### src/rtl/cpuclk_pkg.sv
package cpuclk_pkg;

    localparam int ADDR_W = 16;
    localparam int DATA_W = 8;

    // bus register bit positions (decoded by the slow-region detector)
    localparam int BC_AREA1 = 0;
    localparam int BC_AREA2 = 1;
    localparam int BC_WIN_LO = 4;
    localparam int BC_ROM = 6;
    // clock register bit positions
    localparam int CC_FORCE = 3;

    typedef struct packed {
        logic [3:0]        clk_ctl;
        logic [DATA_W-1:0] bus_ctl;
    } ctl_regs_t;

    typedef struct packed {
        logic [ADDR_W:0] start;
        logic [ADDR_W:0] half;
    } cart_win_t;

    function automatic cart_win_t cart_window(input logic [1:0] mode);
        cart_win_t w;
        case (mode)
            2'b00:   begin w.start = 17'h05000; w.half = 17'h00800; end
            2'b01:   begin w.start = 17'h05000; w.half = 17'h02000; end
            2'b10:   begin w.start = 17'h05000; w.half = 17'h04000; end
            default: begin w.start = 17'h01000; w.half = 17'h02000; end
        endcase
        return w;
    endfunction

endpackage

### src/rtl/ctl_regs.sv
module ctl_regs
    import cpuclk_pkg::*;
#(
    parameter logic [ADDR_W-1:0] CLK_REG_ADDR = 16'h011A,
    parameter logic [ADDR_W-1:0] BUS_REG_ADDR = 16'h0110
) (
    input  logic              clk,
    input  logic              rst_n,
    input  logic              reg_wr,
    input  logic [ADDR_W-1:0] reg_addr,
    input  logic [DATA_W-1:0] reg_wdata,
    output logic [DATA_W-1:0] reg_rdata,
    output ctl_regs_t         regs
);
    ctl_regs_t regs_d, regs_q;

    always_comb begin
        regs_d = regs_q;
        if (reg_wr && reg_addr == CLK_REG_ADDR) regs_d.clk_ctl = reg_wdata[3:0];
        if (reg_wr && reg_addr == BUS_REG_ADDR) regs_d.bus_ctl = reg_wdata;
        if (reg_addr == CLK_REG_ADDR)      reg_rdata = {4'b0, regs_q.clk_ctl};
        else if (reg_addr == BUS_REG_ADDR) reg_rdata = regs_q.bus_ctl;
        else                               reg_rdata = '0;
    end

    always_ff @(posedge clk) begin
        if (!rst_n) regs_q <= '0;
        else        regs_q <= regs_d;
    end

    assign regs = regs_q;

    p_clk_store_r2: assert property (@(posedge clk) disable iff (!rst_n)
        reg_wr && reg_addr == CLK_REG_ADDR |=> regs_q.clk_ctl == $past(reg_wdata[3:0]));
    p_clk_upper_r2: assert property (@(posedge clk) disable iff (!rst_n)
        reg_addr == CLK_REG_ADDR |-> reg_rdata[7:4] == 4'b0);
    p_bus_store_r3: assert property (@(posedge clk) disable iff (!rst_n)
        reg_wr && reg_addr == BUS_REG_ADDR |=> regs_q.bus_ctl == $past(reg_wdata));
endmodule

### src/rtl/slow_detect.sv
module slow_detect
    import cpuclk_pkg::*;
#(
    parameter logic [ADDR_W-1:0] ROM_LO = 16'hD000,
    parameter logic [ADDR_W-1:0] ROM_HI = 16'hEFFF
) (
    input  logic              clk,
    input  logic              rst_n,
    input  logic [DATA_W-1:0] bus_ctl,
    input  logic              mem_access,
    input  logic [ADDR_W-1:0] mem_addr,
    output logic              slow_req
);
    typedef struct packed {
        logic hold;
    } det_state_t;

    det_state_t st_d, st_q;
    cart_win_t  win;
    logic [ADDR_W:0] addr_x, end1, end2;
    logic in_area1, in_area2, in_rom, hit;

    always_comb begin
        win      = cart_window(bus_ctl[BC_WIN_LO+1:BC_WIN_LO]);
        addr_x   = {1'b0, mem_addr};
        end1     = win.start + win.half;
        end2     = end1 + win.half;
        in_area1 = (addr_x >= win.start) && (addr_x < end1);
        in_area2 = (addr_x >= end1) && (addr_x < end2);
        in_rom   = (mem_addr >= ROM_LO) && (mem_addr <= ROM_HI);
        hit      = (bus_ctl[BC_AREA1] && in_area1) ||
                   (bus_ctl[BC_AREA2] && in_area2) ||
                   (bus_ctl[BC_ROM] && in_rom);
        slow_req = mem_access && (hit || st_q.hold);
        st_d.hold = slow_req;
    end

    always_ff @(posedge clk) begin
        if (!rst_n) st_q <= '0;
        else        st_q <= st_d;
    end

    p_hold_r10: assert property (@(posedge clk) disable iff (!rst_n)
        mem_access && hit |=> (!mem_access || slow_req));
    p_idle_r11: assert property (@(posedge clk) disable iff (!rst_n)
        !mem_access |-> !slow_req);
endmodule

### src/rtl/ce_divider.sv
module ce_divider #(
    parameter int FIELD_W = 3
) (
    input  logic               clk,
    input  logic               rst_n,
    input  logic [FIELD_W-1:0] field,
    input  logic               divide,
    output logic               ce
);
    localparam int MAX_DIV = 2 * (2**FIELD_W - 1) + 3;
    localparam int CNT_W   = $clog2(MAX_DIV);

    typedef struct packed {
        logic [CNT_W-1:0] cnt;
    } div_state_t;

    div_state_t st_d, st_q;
    logic [CNT_W-1:0] reload;

    always_comb begin
        reload = CNT_W'({~field, 1'b0}) + CNT_W'(2);
        st_d   = st_q;
        if (!divide) begin
            ce         = 1'b1;
            st_d.cnt   = reload;
        end else begin
            ce         = (st_q.cnt == '0);
            st_d.cnt   = ce ? reload : st_q.cnt - 1'b1;
        end
    end

    always_ff @(posedge clk) begin
        if (!rst_n) st_q <= '0;
        else        st_q <= st_d;
    end

    p_full_rate_r5: assert property (@(posedge clk) disable iff (!rst_n)
        !divide |-> ce);
    p_single_pulse_r4: assert property (@(posedge clk) disable iff (!rst_n)
        divide && ce |=> (!divide || !ce));
    p_no_runt_r6: assert property (@(posedge clk) disable iff (!rst_n)
        divide && ce |=> (!divide || !$past(ce, 1) || !ce));
endmodule

### src/rtl/cpu_clk_divider.sv
module cpu_clk_divider
    import cpuclk_pkg::*;
#(
    parameter logic [15:0] CLK_REG_ADDR = 16'h011A,
    parameter logic [15:0] BUS_REG_ADDR = 16'h0110,
    parameter logic [15:0] ROM_LO       = 16'hD000,
    parameter logic [15:0] ROM_HI       = 16'hEFFF,
    parameter int          FIELD_W      = 3
) (
    input  logic        clk,
    input  logic        rst_n,
    input  logic        reg_wr,
    input  logic [15:0] reg_addr,
    input  logic [7:0]  reg_wdata,
    output logic [7:0]  reg_rdata,
    input  logic        mem_access,
    input  logic [15:0] mem_addr,
    output logic        cpu_ce
);
    ctl_regs_t regs;
    logic      slow_req;
    logic      divide;

    ctl_regs #(.CLK_REG_ADDR(CLK_REG_ADDR), .BUS_REG_ADDR(BUS_REG_ADDR)) i_regs (
        .clk(clk), .rst_n(rst_n), .reg_wr(reg_wr), .reg_addr(reg_addr),
        .reg_wdata(reg_wdata), .reg_rdata(reg_rdata), .regs(regs)
    );

    slow_detect #(.ROM_LO(ROM_LO), .ROM_HI(ROM_HI)) i_detect (
        .clk(clk), .rst_n(rst_n), .bus_ctl(regs.bus_ctl),
        .mem_access(mem_access), .mem_addr(mem_addr), .slow_req(slow_req)
    );

    assign divide = regs.clk_ctl[CC_FORCE] || slow_req;

    ce_divider #(.FIELD_W(FIELD_W)) i_div (
        .clk(clk), .rst_n(rst_n), .field(regs.clk_ctl[FIELD_W-1:0]),
        .divide(divide), .ce(cpu_ce)
    );

    p_reset_full_r1: assert property (@(posedge clk)
        !rst_n |=> cpu_ce);
endmodule

### config.mk
export PLATFORM = sky130hd
export DESIGN_NAME = cpu_clk_divider
export DESIGN_NICKNAME = d
export VERILOG_FILES = /design/src/rtl/cpuclk_pkg.sv /design/src/rtl/ctl_regs.sv /design/src/rtl/slow_detect.sv /design/src/rtl/ce_divider.sv /design/src/rtl/cpu_clk_divider.sv
export SDC_FILE = /design/constraint.sdc
export NUM_CORES = 1
export LEC_CHECK = 0
export BUFFER_PORTS_ARGS = -buffer_cell sky130_fd_sc_hd__buf_4
export CORE_AREA = 2 2 58 60
export DETAILED_ROUTE_END_ITERATION = 8
export DIE_AREA = 0 0 60 62
export GPL_TIMING_DRIVEN = 0
export PLACE_DENSITY = 0.71
export SLEW_MARGIN = 20
export SYNTH_ARGS = -nofsm -noshare
export SYNTH_HDL_FRONTEND = slang
export SYNTH_SLANG_ARGS = --single-unit
### constraint.sdc
create_clock -name clk -period 3.69 [get_ports clk]
set_input_delay 0.369 -clock clk [delete_from_list [all_inputs] [get_ports clk]]
set_output_delay 0.369 -clock clk [all_outputs]
set_load 0.05 [all_outputs]
==> results.py <==
metrics = {
    "logic_synthesis": {
        "ys_types": 38,
        "syn-num-nets": 207,
        "synth_edf_count": 0,
        "yosysWarnings": 0,
        "synthArstFlopShare_pct": 0,
        "avgSynthCellArea_um2": 8.22,
        "yosysTopAreaCellShare_pct": 29.8,
        "syn_area_um2": 1210,
        "ys_top_cells_by_area": "dfxtp_1 30%, ha_1 17%, a21oi_1 4.6%",
        "netlist.top_cell.by_area": "dfxtp_1",
        "synth-main-ff-cell": "dfxtp_1",
        "ys_ff_latch": 18,
        "yosysSeqAreaShare_pct": 29.8,
        "synth_cells": 147,
    },
    "critical_path": {
        "regToRegStartpoint": "i_regs.regs[4]",
        "critPathSlowestCell": "dfxtp_1",
        "rrSetupSlack_ps": 810,
        "critical_path_class": "flip-flop to output port",
        "arrival_ps": 3070,
        "path_buf_inv": 3,
        "cp-start-kind": "flip-flop",
        "worst_r2r_path_depth": 11,
        "cp.depth": 11,
        "r2r-end": "i_div.st_q[1]",
        "cp_max_fo": 5,
        "worstSetupEndpointType": "output port",
        "crit_family": "simple AND/OR/NAND/NOR gates",
        "max_stage_delay_ps": 420,
        "worst_path_most_repeated_cell": "ha_1",
        "path_cells": "inv_1, ha_1, or2_2, ha_1, nand4_1, nor4_2, o31ai_1, o211a_1, or2_0, clkbuf_2, buf_4",
        "critPathRequiredTime_ps": 3320,
    },
    "drt": {
        "viasPerCell": 4.92,
        "wirelength_um": 2850,
        "drt_first_pass_iters": 4,
        "routedWlPerCell_um": 11.5,
        "first_iter_violations": 48,
        "ant_nets": 0,
        "num_vias": 1219,
        "drc": 0,
    },
    "die": {
        "dieArea_um2": 3720,
        "start_util_pct": 38.0,
        "ios": 53,
        "die-width_um": 60,
        "coreArea_um2": 3180,
        "fp.dieH_um": 62,
        "core.rowCount": 21,
    },
    "cells_and_area": {
        "drive_gt1_share_pct": 29.2,
        "fin_util_pct": 53.0,
        "antenna_cells": 0,
        "final_nets": 263,
        "area_growth_pct": 39.4,
    },
    "flow_run": {
        "cap_violations": 0,
    },
    "sta": {
        "final_hold_viol_count": 0,
        "post-route-period-util_pct": 93.1,
        "min_period_ps": 3430,
        "tns_ps": 0,
        "setup_viol": 0,
        "fin_skew_ps": 1.04,
        "holdWs_ps": 329,
        "drv_slew": 0,
        "fmax_mhz": 291,
        "layout_setup_ws_ps": 255,
        "rsz0062_at_grt": "false",
        "slew_headroom_pct": 59.5,
        "tightest_slew_ps": 602,
    },
    "hold_path": {
        "worstHoldPathCells": 2,
        "min_from": "mem_access",
        "worstHoldPathType": "input port to flip-flop",
        "min_to": "i_detect.st_q",
    },
    "power_and_ir_drop": {
        "p_seq_share_pct": 52.3,
        "p_comb_share_pct": 15.6,
        "switchingPower_uw": 81.9,
        "clockPowerShare_pct": 32.1,
        "switching_share_pct": 22.0,
        "p_leak_uw": 0.000706,
        "p_per_area_nw_per_um2": 221,
        "p_int_uw": 291,
        "vdd_ir_drop_max_uv": 224,
    },
    "place": {
        "place_ws_ps": 557,
        "io_buffer_count": 51,
        "gp_congestion": 0.728,
        "hpwl_um": 2270,
    },
    "outcome": {
        "status": "finished, final reports clean",
    },
    "cts": {
        "clock_sinks": 18,
        "ctsHoldBuffers": 0,
        "cts-root-buf": "clkbuf_4",
        "clk_latency_ps": 290,
        "cts_resized": 0,
        "cts_setup_buffers": 0,
        "htreeDepth": 1,
        "ctsLongestPathBuffers": 2,
        "cts_tree": "built",
        "cts_buffers": 3,
        "clk_pin_slew_worst_paths_ps": 100,
    },
    "grt": {
        "grt_max_degree": 11,
        "grt_pass1_vias": 1108,
        "grt_first_pass_wirelength_um": 4630,
        "grt_usage_pct": 15.7,
        "antenna_found_initial": 0,
        "grt_overflow": 0,
    },
}
## Yosys cell counts, types with 2 or more instances
master    instances
o21a_1            2
mux2i_1           4
inv_1            12
a21oi_1          11
o21ai_0           4
and2_1            3
xor2_1            2
nand3_1          10
nor2_1           10
nor3_1            5
a22o_1            4
ha_1             16
a211oi_1          2
nor4_1            4
nand4_1           2
nand2_1          12
dfxtp_1          18
clkbuf_1          4
xnor2_1           2
nor4b_1           2
## cell families (layout without fill, tap and decap cells)
kind of cell / Yosys count / count (layout) / share of synthesized area (%)
buffers and inverters: 18 / 73 / 5.69
xor gates and xnor gates: 4 / 4 / 2.90
DFF: 18 / 18 / 29.8
AOI/OAI and AO/OA: 30 / 30 / 16.5
and+or+nand+nor: 57 / 57 / 25.3
muxes: 4 / 4 / 3.31
adders and majority gates: 16 / 16 / 16.6
## area by class of cell
type	count	area (um^2)
well taps	46	57.6
plain buffers	5	20.0
flip-flops and latches	18	360
clock buffers	4	36.3
multi-input cells	111	779
repair buffers	51	383
fillers	306	1490
inverters	13	48.8
## metrics by stage
step | instance area [um^2] | std cells | power (uW)
after global placement | 1650 | 244 | 257
final | 1690 | 248 | 373
after detailed placement | 1650 | 244 | 257
after CTS | 1690 | 248 | 374
after floorplan | 1210 | 147 | 216
after global routing | 1690 | 248 | 387
## state kept, by name (all words and copies together) (netlist names)
signal and count:
i_div.st_q 5, i_detect.st_q 1, i_regs.regs 12
## power by group through the flow
stage          clock network, uW  logic, uW  registers (uW)
3_3_place_gp                   0       58.0             199
5_1_grt                      128       64.3             195
2_1_floorplan                  0       16.2             199
6_report                     120       58.1             195
3_5_place_dp                   0       58.0             199
4_1_cts                      121       58.4             195
## cells in the final DEF, fill, tap and decap left out, drive strengths merged, types with 2 or more instances in the layout
master / Yosys / final
a22o: 4 / 4
nor4b: 2 / 2
ha: 16 / 16
clkbuf: 5 / 9
buf: 0 / 51
xor2: 2 / 2
dfxtp: 18 / 18
mux2i: 4 / 4
nand4: 2 / 2
nor4: 5 / 5
nor2: 10 / 10
o21a: 2 / 2
nand3: 10 / 10
xnor2: 2 / 2
o21ai: 4 / 4
nor3: 5 / 5
a211oi: 2 / 2
or2: 2 / 2
and2: 3 / 3
nand2: 12 / 12
inv: 12 / 12
a21oi: 11 / 11
or4: 2 / 2
## worst max-delay path by stage
stage	from	endpoint	slack, ps
after floorplan	i_regs.regs[4]	cpu_ce	880
after global placement	i_regs.regs[4]	cpu_ce	570
after detailed placement	i_regs.regs[4]	cpu_ce	560
after CTS	i_regs.regs[4]	cpu_ce	210
after global routing	i_regs.regs[4]	cpu_ce	50
final	i_regs.regs[4]	cpu_ce	260
## per-layer routing
| metal | GRT usage, % | vias to the layer above | part of all wire (%) |
|---|---|---|---|
| li1 | - | 637 | - |
| met1 | 22.3 | 533 | 48 |
| met2 | 26.4 | 45 | 44 |
| met3 | 1.24 | 4 | 7.0 |
| met4 | 2.86 | 0 | 0.60 |
| met5 | 0 | - | 0 |
## worst register-to-register path: cells and delay by family, from the launching register on
kind	cells	cell delay, ps
compound gates	3	590
simple gates	4	960
buf+inv	2	300
fa+ha+maj	2	530
flops	1	420
No activity file was read; power rests on OpenSTA's default activity.
